==> config.mk <==
export PLATFORM = sky130hd
export DESIGN_NAME = fifo_uart_port
export DESIGN_NICKNAME = d
export VERILOG_FILES = /design/src/rtl/fup_pkg.sv /design/src/rtl/fup_fifo.sv /design/src/rtl/fup_tx.sv /design/src/rtl/fup_rx.sv /design/src/rtl/fifo_uart_port.sv
export SDC_FILE = /design/constraint.sdc
export NUM_CORES = 1
export LEC_CHECK = 0
export BUFFER_PORTS_ARGS = -buffer_cell sky130_fd_sc_hd__buf_2
export CELL_PAD_IN_SITES_DETAIL_PLACEMENT = 1
export CELL_PAD_IN_SITES_GLOBAL_PLACEMENT = 1
export CORE_AREA = 2 2 231 233
export CTS_CLUSTER_SIZE = 28
export DETAILED_ROUTE_END_ITERATION = 7
export DIE_AREA = 0 0 233 235
export PLACE_DENSITY_LB_ADDON = 0.3
export SLEW_MARGIN = 20
export SYNTH_ARGS = -nofsm -noshare
export SYNTH_HDL_FRONTEND = slang
export SYNTH_HIERARCHICAL = 1
export SYNTH_SLANG_ARGS = --single-unit
==> constraint.sdc <==
create_clock -name clk -period 3.4 [get_ports clk]
set_input_delay 0.17 -clock clk [delete_from_list [all_inputs] [get_ports clk]]
set_output_delay 0.17 -clock clk [all_outputs]
set_load 0.1 [all_outputs]
==> src/rtl/fup_pkg.sv <==
package fup_pkg;

    localparam int BUS_W  = 32;
    localparam int REG_AW = 4;
    localparam int OVS    = 16;   // oversampling ticks per bit

    // word index taken from address bits [3:2]
    typedef enum logic [1:0] {
        REG_RXD  = 2'd0,
        REG_TXD  = 2'd1,
        REG_STAT = 2'd2,
        REG_CTRL = 2'd3
    } reg_sel_e;

    localparam int CT_TXRST = 0;
    localparam int CT_RXRST = 1;
    localparam int CT_IE    = 4;

    // status byte, MSB first
    typedef struct packed {
        logic par;
        logic frm;
        logic ovr;
        logic ie;
        logic txf;
        logic txe;
        logic rxf;
        logic rxv;
    } stat_t;

    typedef struct packed {
        logic       perr;
        logic [7:0] data;
    } rx_char_t;

    typedef enum logic [2:0] {
        RX_IDLE,
        RX_START,
        RX_DATA,
        RX_PAR,
        RX_STOP
    } rx_state_e;

    function automatic logic par_bit(input logic [7:0] d, input logic odd);
        return (^d) ^ odd;
    endfunction

endpackage

==> src/rtl/fup_fifo.sv <==
module fup_fifo #(
    parameter int WIDTH = 8,
    parameter int DEPTH = 16
) (
    input  logic             clk,
    input  logic             rst,
    input  logic             flush,
    input  logic             push,
    input  logic [WIDTH-1:0] wdata,
    input  logic             pop,
    output logic [WIDTH-1:0] rdata,
    output logic             empty,
    output logic             full
);
    localparam int PW = (DEPTH > 1) ? $clog2(DEPTH) : 1;
    localparam int CW = $clog2(DEPTH + 1);

    logic [WIDTH-1:0] mem [DEPTH];
    logic [PW-1:0]    wp, rp;
    logic [CW-1:0]    cnt;
    logic             do_push, do_pop;

    function automatic logic [PW-1:0] nxt(input logic [PW-1:0] p);
        return (p == PW'(DEPTH - 1)) ? '0 : p + 1'b1;
    endfunction

    assign empty   = (cnt == '0);
    assign full    = (cnt == CW'(DEPTH));
    assign do_push = push && !full;
    assign do_pop  = pop && !empty;
    assign rdata   = mem[rp];

    always_ff @(posedge clk) begin
        if (rst || flush) begin
            wp  <= '0;
            rp  <= '0;
            cnt <= '0;
        end else begin
            if (do_push) wp <= nxt(wp);
            if (do_pop)  rp <= nxt(rp);
            case ({do_push, do_pop})
                2'b10:   cnt <= cnt + 1'b1;
                2'b01:   cnt <= cnt - 1'b1;
                default: ;
            endcase
        end
    end

    always_ff @(posedge clk) begin
        if (do_push && !flush) mem[wp] <= wdata;
    end


    no_overflow_chk: assert property (@(posedge clk) disable iff (rst)
        (push && full && !pop && !flush) |=> (full && $stable(rdata)));


    no_underflow_chk: assert property (@(posedge clk) disable iff (rst)
        (pop && empty && !push && !flush) |=> empty);

endmodule

==> src/rtl/fup_tx.sv <==
module fup_tx import fup_pkg::*; #(
    parameter int CLK_DIV    = 4,
    parameter int PARITY_EN  = 1,
    parameter int PARITY_ODD = 0
) (
    input  logic       clk,
    input  logic       rst,
    input  logic       avail,
    input  logic [7:0] data,
    output logic       take,
    output logic       txd
);
    localparam int BIT_CLKS = OVS * CLK_DIV;
    localparam int NBITS    = 10 + ((PARITY_EN != 0) ? 1 : 0);
    localparam int CCW      = $clog2(BIT_CLKS);
    localparam int BCW      = $clog2(NBITS + 1);

    logic             busy;
    logic [NBITS-1:0] sh, frame;
    logic [CCW-1:0]   ccnt;
    logic [BCW-1:0]   left;

    generate
        if (PARITY_EN != 0) begin : g_par
            assign frame = {1'b1, par_bit(data, 1'(PARITY_ODD)), data, 1'b0};
        end else begin : g_nopar
            assign frame = {1'b1, data, 1'b0};
        end
    endgenerate

    assign take = !busy && avail;
    assign txd  = busy ? sh[0] : 1'b1;

    always_ff @(posedge clk) begin
        if (rst) begin
            busy <= 1'b0;
            sh   <= '1;
            ccnt <= '0;
            left <= '0;
        end else if (take) begin
            busy <= 1'b1;
            sh   <= frame;
            ccnt <= '0;
            left <= BCW'(NBITS);
        end else if (busy) begin
            if (ccnt == CCW'(BIT_CLKS - 1)) begin
                ccnt <= '0;
                sh   <= {1'b1, sh[NBITS-1:1]};
                left <= left - 1'b1;
                if (left == BCW'(1)) busy <= 1'b0;
            end else begin
                ccnt <= ccnt + 1'b1;
            end
        end
    end


    start_bit_chk: assert property (@(posedge clk) disable iff (rst)
        take |=> !txd);

endmodule

==> src/rtl/fup_rx.sv <==
module fup_rx import fup_pkg::*; #(
    parameter int PARITY_EN  = 1,
    parameter int PARITY_ODD = 0
) (
    input  logic     clk,
    input  logic     rst,
    input  logic     tick,
    input  logic     rxd,
    output logic     out_valid,
    output rx_char_t out_char,
    output logic     out_ferr
);
    localparam logic [3:0] MID  = 4'(OVS / 2 - 1);
    localparam logic [3:0] LAST = 4'(OVS - 1);

    logic       s1, s2, prev, pbad;
    rx_state_e  st;
    logic [3:0] cnt;
    logic [2:0] bitn;
    logic [7:0] sh;

    always_ff @(posedge clk) begin
        if (rst) begin
            s1        <= 1'b1;
            s2        <= 1'b1;
            prev      <= 1'b1;
            st        <= RX_IDLE;
            cnt       <= '0;
            bitn      <= '0;
            sh        <= '0;
            pbad      <= 1'b0;
            out_valid <= 1'b0;
            out_ferr  <= 1'b0;
            out_char  <= '0;
        end else begin
            s1        <= rxd;
            s2        <= s1;
            out_valid <= 1'b0;
            out_ferr  <= 1'b0;
            if (tick) begin
                prev <= s2;
                case (st)
                    RX_IDLE: begin
                        // a start needs a high-to-low change on the line
                        if (prev && !s2) begin
                            st   <= RX_START;
                            cnt  <= '0;
                            pbad <= 1'b0;
                        end
                    end
                    RX_START: begin
                        if (cnt == MID) begin
                            cnt  <= '0;
                            bitn <= '0;
                            st   <= s2 ? RX_IDLE : RX_DATA;
                        end else begin
                            cnt <= cnt + 1'b1;
                        end
                    end
                    RX_DATA: begin
                        if (cnt == LAST) begin
                            cnt  <= '0;
                            sh   <= {s2, sh[7:1]};
                            bitn <= bitn + 1'b1;
                            if (bitn == 3'd7) st <= (PARITY_EN != 0) ? RX_PAR : RX_STOP;
                        end else begin
                            cnt <= cnt + 1'b1;
                        end
                    end
                    RX_PAR: begin
                        if (cnt == LAST) begin
                            cnt  <= '0;
                            pbad <= ((^sh) ^ s2) != 1'(PARITY_ODD);
                            st   <= RX_STOP;
                        end else begin
                            cnt <= cnt + 1'b1;
                        end
                    end
                    RX_STOP: begin
                        if (cnt == LAST) begin
                            cnt <= '0;
                            st  <= RX_IDLE;
                            if (s2) begin
                                out_valid <= 1'b1;
                                out_char  <= '{perr: pbad, data: sh};
                            end else begin
                                out_ferr <= 1'b1;
                            end
                        end else begin
                            cnt <= cnt + 1'b1;
                        end
                    end
                    default: st <= RX_IDLE;
                endcase
            end
        end
    end


    ferr_no_push_chk: assert property (@(posedge clk) disable iff (rst)
        out_ferr |-> !out_valid);

endmodule

==> src/rtl/fifo_uart_port.sv <==
module fifo_uart_port import fup_pkg::*; #(
    parameter int DEPTH      = 16,
    parameter int CLK_DIV    = 4,
    parameter int PARITY_EN  = 1,
    parameter int PARITY_ODD = 0
) (
    input  logic              clk,
    input  logic              rst,
    input  logic              bus_sel,
    input  logic              bus_wr,
    input  logic [REG_AW-1:0] bus_addr,
    input  logic [BUS_W-1:0]  bus_wdata,
    output logic [BUS_W-1:0]  bus_rdata,
    output logic              irq,
    input  logic              ser_rx,
    output logic              ser_tx
);
    localparam int RXW = $bits(rx_char_t);

    // oversampling tick
    logic tick;
    generate
        if (CLK_DIV > 1) begin : g_div
            localparam int DW = $clog2(CLK_DIV);
            logic [DW-1:0] dcnt;
            always_ff @(posedge clk) begin
                if (rst) dcnt <= '0;
                else     dcnt <= (dcnt == DW'(CLK_DIV - 1)) ? '0 : dcnt + 1'b1;
            end
            assign tick = (dcnt == DW'(CLK_DIV - 1));
        end else begin : g_nodiv
            assign tick = 1'b1;
        end
    endgenerate

    // register decode
    reg_sel_e word;
    logic     rd, wr, ctl_wr, tx_push, rx_pop, stat_rd, tx_flush, rx_flush;

    assign word     = reg_sel_e'(bus_addr[3:2]);
    assign rd       = bus_sel && !bus_wr;
    assign wr       = bus_sel && bus_wr;
    assign ctl_wr   = wr && (word == REG_CTRL);
    assign tx_push  = wr && (word == REG_TXD);
    assign rx_pop   = rd && (word == REG_RXD);
    assign stat_rd  = rd && (word == REG_STAT);
    assign tx_flush = ctl_wr && bus_wdata[CT_TXRST];
    assign rx_flush = ctl_wr && bus_wdata[CT_RXRST];

    logic unused_bits;
    assign unused_bits = ^{bus_wdata[BUS_W-1:8], bus_addr[1:0]};

    // transmit path
    logic [7:0] tx_head;
    logic       tx_empty, tx_full, tx_take;

    fup_fifo #(.WIDTH(8), .DEPTH(DEPTH)) u_txq (
        .clk   (clk),
        .rst   (rst),
        .flush (tx_flush),
        .push  (tx_push),
        .wdata (bus_wdata[7:0]),
        .pop   (tx_take),
        .rdata (tx_head),
        .empty (tx_empty),
        .full  (tx_full)
    );

    fup_tx #(.CLK_DIV(CLK_DIV), .PARITY_EN(PARITY_EN), .PARITY_ODD(PARITY_ODD)) u_ser (
        .clk   (clk),
        .rst   (rst),
        .avail (!tx_empty),
        .data  (tx_head),
        .take  (tx_take),
        .txd   (ser_tx)
    );

    // receive path
    rx_char_t rx_char, rx_head;
    logic     rx_valid, rx_ferr, rx_empty, rx_full;

    fup_rx #(.PARITY_EN(PARITY_EN), .PARITY_ODD(PARITY_ODD)) u_des (
        .clk       (clk),
        .rst       (rst),
        .tick      (tick),
        .rxd       (ser_rx),
        .out_valid (rx_valid),
        .out_char  (rx_char),
        .out_ferr  (rx_ferr)
    );

    fup_fifo #(.WIDTH(RXW), .DEPTH(DEPTH)) u_rxq (
        .clk   (clk),
        .rst   (rst),
        .flush (rx_flush),
        .push  (rx_valid),
        .wdata (rx_char),
        .pop   (rx_pop),
        .rdata (rx_head),
        .empty (rx_empty),
        .full  (rx_full)
    );

    // flags and interrupt
    logic ie_q, ovr_q, frm_q, rxv_q, txe_q;

    always_ff @(posedge clk) begin
        if (rst) begin
            ie_q  <= 1'b0;
            ovr_q <= 1'b0;
            frm_q <= 1'b0;
            rxv_q <= 1'b0;
            txe_q <= 1'b1;
            irq   <= 1'b0;
        end else begin
            if (ctl_wr) ie_q <= bus_wdata[CT_IE];
            if (rx_flush) begin
                ovr_q <= 1'b0;
                frm_q <= 1'b0;
            end else begin
                if (rx_valid && rx_full) ovr_q <= 1'b1;
                else if (stat_rd)        ovr_q <= 1'b0;
                if (rx_ferr)             frm_q <= 1'b1;
                else if (stat_rd)        frm_q <= 1'b0;
            end
            rxv_q <= !rx_empty;
            txe_q <= tx_empty;
            irq   <= ie_q && ((!rx_empty && !rxv_q) || (tx_empty && !txe_q));
        end
    end

    // read mux
    stat_t st;
    assign st = '{par: (!rx_empty && rx_head.perr), frm: frm_q, ovr: ovr_q, ie: ie_q,
                  txf: tx_full, txe: tx_empty, rxf: rx_full, rxv: !rx_empty};

    always_comb begin
        bus_rdata = '0;
        if (rd) begin
            case (word)
                REG_RXD:  if (!rx_empty) bus_rdata[7:0] = rx_head.data;
                REG_STAT: bus_rdata[7:0] = st;
                default:  ;
            endcase
        end
    end


    tx_flush_empty_chk: assert property (@(posedge clk) disable iff (rst)
        tx_flush |=> tx_empty);


    irq_gate_chk: assert property (@(posedge clk) disable iff (rst)
        irq |-> $past(ie_q));


    ovr_set_chk: assert property (@(posedge clk) disable iff (rst)
        (rx_valid && rx_full && !rx_flush) |=> ovr_q);


    empty_read_chk: assert property (@(posedge clk) disable iff (rst)
        (rx_pop && rx_empty) |-> (bus_rdata == '0));

endmodule

Word level (Yosys, flattened, before mapping)
Memories as Yosys holds them, arrays and structs flattened. A register that Yosys moved wholly into a read port is not among the register bits.
Index checks and enable logic that the tools add are counted.
{ "classes": {"n_addsub": 13, "n_eq_ne": 29, "mux": 52, "bitwise_logic": 4, "n_reduce_logical": 63} }
{ "op_table": {"columns": ["operator", "count"], "rows": [
  ["$mux 4", 14],
  ["$mux 10", 3],
  ["$mux 3", 8],
  ["$logic_and 1x1->1", 21],
  ["$add 4x1->4 const B", 5],
  ["$eq 4x4->1 const B", 5],
  ["$pmux 5 s2", 2],
  ["$mux 1", 16],
  ["$mux 8", 2],
  ["$pmux 8 s2", 1],
  ["$reduce_bool 2->1", 8],
  ["$reduce_xor 8->1", 2],
  ["$pmux 3 s5", 1],
  ["$ne 2x1->1 const B", 6],
  ["$pmux 4 s3", 1],
  ["$reduce_and 4->1", 3],
  ["$logic_not 1->1", 11],
  ["$add 5x1->5 const B", 2],
  ["$eq 2x2->1 const B", 5],
  ["$eq 5x5->1 const B", 2],
  ["$logic_not 5->1", 2],
  ["$sub 5x1->5 const B", 2],
  ["$reduce_and 7->1", 1],
  ["$add 6x1->6 const B", 1],
  ["25 further kinds", 37]
]} }
{ "totals": {"reg_bits": 88, "mem_bits_rw": 272, "input_bits": 41, "out_inout_bits": 34, "elab_cells": 193, "n_memories": 2} }
{ "mem_list": {"columns": ["name", "depth", "width", "read_ports", "rd_ports_with_merged_regs", "write_ports", "line", "source"], "rows": [
  ["u_rxq.mem", 16, 9, 1, 1, 1, "fup_fifo.sv:18", "logic [WIDTH-1:0] mem [DEPTH];"],
  ["u_txq.mem", 16, 8, 1, 1, 1, "fup_fifo.sv:18", null]
]} }

Depth between registers and ports, before layout
{ "logic_depth": {"depth_word": 7, "mapped_depth": 14, "mapped_depth_nobuf": 13} }

By module
The synthesis kept the hierarchy.
{ "by_module_without_submodules": {"columns": ["module", "instances", "cells_each", "area_per_inst_um2", "seq_area_each_um2"], "rows": [
  ["fup_fifo (u_rxq)", 1, 340, 6403.6, 4664.5],
  ["fup_fifo (u_txq)", 1, 316, 5810.6, 4184.0],
  ["fup_rx", 1, 161, 1541.5, 660.6],
  ["fup_tx", 1, 129, 1106.1, 420.4],
  ["fifo_uart_port", 1, 71, 619.3, 160.2]
]} }

Worst setup path before layout
No wires, ideal clock.
{ "synth_timing": {"path_type": "register -> output", "from": "register with a tool-made name", "to": "output bus_rdata[7]", "arrival_ns": 3.410, "required_time_ns": 3.230, "slack_ns": -0.180, "stages_incl_launch_ff": 8, "path_buffers": 2, "path_cell_list": "dfxtp_1 clkbuf_1 clkbuf_1 mux4_2 a22oi_1 nand2_1 mux2i_1 nor3_1"} }
{ "synth_rtl": {"columns": ["element", "line", "source"], "rows": [
  ["end: declaration", "fifo_uart_port.sv:13", "output logic [BUS_W-1:0] bus_rdata,"]
]} }

==> summary.md <==
| Metric | Value |
|---|---|
| Starting Density | `0.296` |
| First-pass GRT wire length | `roughly 54 mm` |
| Area Growth Syn to Fin | `14.5%` |
| Die height | `roughly 240 um` |
| Fraction of layout cells with a size suffix above 1 | `0.206` |
| Vias per cell | `between 4 and 5` |
| CP Max Fanout | `6` |
| Netlist Area Pre-Place | `~15000 um2` |
| Tot Pwr | `slightly above 0.009 W` |
| Worst-case reg-to-reg path depth | `13` |
| IO Count | `75` |
| DRT Pass-1 Iters | `5` |
| Slew margin rel. | `0.397` |
| Die area | `54800 um2` |
| Core area | `52200 um2` |
| Period utilization | `0.889` |
| Most frequent cells in the layout | `272 x edfxtp_1, 94 x dfxtp_1, 78 x nor2_1` |
| Worst IR Drop VDD | `between 0.0003 and 0.0004 V` |
| NumNets Final | `roughly 1100` |
| Clk buf depth | `3` |
| Final Hold Vio Count | `0` |
| Worst-skew pair later-pin latency | `0.55 ns` |
| Synth Instances | `1017` |
| Post-synth top area cell | `edfxtp_1` |
| Setup TNS | `0 ns` |
| Seq/Total Area, Yosys | `0.652` |
| Fmax | `between 300 and 400 MHz` |
| Avg Cell Area, Syn | `between 15 and 20 um2` |
| Pin count of the biggest net entering global routing | `40` |
| FILL cells | `5399` |
| Worst Path Class, Setup | `flop to flop` |
| Multi-input gate area | `4970 um2` |
| Root Buffer | `clkbuf_16` |
| Clock skew | `0.0252 ns` |
| Dominant cells by area after synthesis | `edfxtp_1 53%, dfxtp_1 12%, mux4_2 9.9%, ha_1 2.0%, nor2_1 1.9%` |
| Worst r2r dst | `u_txq/cnt[4]` |
| Total CTS buffers | `41` |
| Maxcap violations | `0` |
| Initial antenna violation count | `0` |
| R2r setup slk | `0.38 ns` |
| Die Wd | `about 230 um` |
| # setup viols final | `0` |
| Routed wire per std cell | `around 20 um` |
| Crit end category | `flop` |
| Worst-path clk slew | `around 0.060 ns` |
| Vias in the first global route | `9084` |
| Grt ovf | `0` |
| Fin crit period | `~3.0 ns` |
| PortBufs | `24` |
| RSZ-0062 raised after global routing | `no` |
| Yosys reg bits | `368` |
| Least-Margin Pin Slew | `0.903 ns` |
| Arrival time at the worst endpoint | `about 3.5 ns` |
| FP Rows | `84` |
| Hold endpoint | `u_txq/mem[9][2]` |
| Leakage | `5.98 nW` |
| Yosys Warn Count | `6` |
| Status | `finished, final reports clean` |
| Worst hold path startpoint | `bus_wdata[2]` |
| GRT Overall Usage | `0.129` |
| Dpl hpwl | `approximately 22 mm` |
| GP Congestion | `between 0.7 and 0.8` |
| Post-synth EDFFs | `roughly 270` |
| CTS Sinks | `between 300 and 400` |
| Max-slew violations | `0` |
| CP required | `3.83 ns` |
| CP Launch Type | `flop` |
| CTS tree | `yes` |
| Top_reg_cell synth | `edfxtp_1` |
| Hold/Removal Path Class | `input pin to flop` |
| Fraction of registers with async set or reset after synthesis | `0` |
| Antenna cells | `0` |
| WL final | `around 35 mm` |
| Vias | `~8600` |
| Htree depth | `2` |
| Yosys cell types | `between 70 and 80` |
| WHS Path Cells | `1` |
| Number of routed nets with antenna violations | `0` |
| Initial drt markers | `between 500 and 600` |
| RR Startpoint | `u_txq/cnt[0]` |
| Share of the synthesized area in the top cell type | `0.528` |
| Commonest non-fill, non-tap cell in the layout | `edfxtp_1` |
| Power Dens Cells | `523 nW/um2` |
| DRC violations left | `0` |
| Area occupied by registers | `approximately 10000 um2` |
-- per-stage QoR --
step	util	setup slack [ns]	hold slack (ns)	std cells	cell area, um2
floorplan	-	0.340	0.237	1040	15600
global placement	0.314	0.235	0.367	1710	16400
detailed placement	0.314	0.186	0.361	1710	16400
CTS	0.339	0.145	0.000781	1790	17700
global route	0.339	0.140	0.0260	1793	17700
finish	0.339	0.378	0.0328	1793	17700
-- worst max path at each step --
stage	from	to	slack, ns	cells after the start
final	u_txq/cnt[0]	u_txq/cnt[4]	0.38	13
after global routing	u_txq/cnt[0]	u_txq/cnt[4]	0.14	13
after CTS	u_txq/cnt[0]	u_txq/cnt[4]	0.15	13
after detailed placement	u_txq/cnt[0]	u_txq/cnt[4]	0.19	13
after global placement	u_txq/cnt[0]	u_txq/cnt[4]	0.23	13
after floorplan	u_txq/cnt[0]	u_txq/cnt[4]	0.34	14
-- per-layer routing --
metal | share of wire | up-vias | global-route usage
met4 | 0.025 | 0 | 0.0417
met2 | 0.46 | 135 | 0.199
met5 | 0 | - | 0
met1 | 0.48 | 4436 | 0.183
li1 | - | 3970 | -
met3 | 0.035 | 50 | 0.0228
-- power breakdown --
group          leakage (nW)  internal, W  switching (W)
clock                 0.602      0.00240        0.00173
sequential             3.26      0.00480      0.0000180
combinational          2.12    0.0000725       0.000242
total                  5.98      0.00728        0.00199
-- state kept, by name, indices dropped and copies added (netlist names), 2 cells and up, named ones only --
register and cells:
g_div.dcnt 2, u_des/bitn 3, u_des/cnt 4, u_des/out_char 9, u_des/sh 8, u_des/st 3, u_rxq/cnt 5, u_rxq/mem 144
u_rxq/rp 4, u_rxq/wp 4, u_ser/ccnt 6, u_ser/left 4, u_ser/sh 10, u_txq/cnt 5, u_txq/mem 128, u_txq/rp 4
u_txq/wp 4
-- cells in the mapped netlist (4+ instances only) --
master	count
or4_1	8
ha_1	25
xor2_1	11
nand2b_1	8
o21ai_0	17
nor4b_1	8
inv_1	18
a311o_1	4
or2_2	5
buf_1	4
dfxtp_1	96
xnor2_1	16
mux4_2	68
buf_4	27
nand3_1	14
clkbuf_1	19
nor2b_1	7
nand2_1	51
nor2_1	79
or2_1	8
a31oi_1	8
nor3_1	17
mux2i_1	26
and3_1	9
a22oi_1	34
o21ai_4	4
o211ai_1	6
buf_6	12
a22o_1	6
nor4_1	4
a211oi_1	4
buf_2	15
a21oi_1	41
o21ai_1	4
nand4_1	6
edfxtp_1	272
-- critical path, cell delays in order (launching register included) --
cell      delay, ns
dfxtp_1        0.36
or4_4          0.57
nor2_2         0.16
inv_1          0.12
nand2b_4       0.10
clkinv_1       0.12
o21ai_4        0.12
inv_1          0.09
ha_1           0.30
fa_1           0.49
nand3_1        0.13
a211oi_1       0.09
o211ai_1       0.18
o31ai_1        0.09
-- logic make-up after synthesis --
group | share of synthesized area
other | 0.000242
muxes | 0.117
AOI/OAI and AO/OA | 0.0647
and+or+nand+nor | 0.0898
xor gates and xnor gates | 0.0167
adders and majority gates | 0.0228
DFF | 0.652
buffers and inverters | 0.0369
-- timing repair --
action                                  4_1_cts  5_1_grt
resized for setup                             0        1
endpoints found under the setup margin        0        1
hold endpoints to repair                     38        0
hold buffers                                  5        0
buffers inserted                              0        3
-- cell type report --
class,count,area share
Clock buffer,66,0.0672
Multi-Input combinational cell,576,0.280
Timing Repair Buffer,67,0.0278
Sequential cell,368,0.569
Inverter,19,0.00402
Tap cell,688,0.0485
Clock inverter,9,0.00289
(Power assumes the default switching activity.)
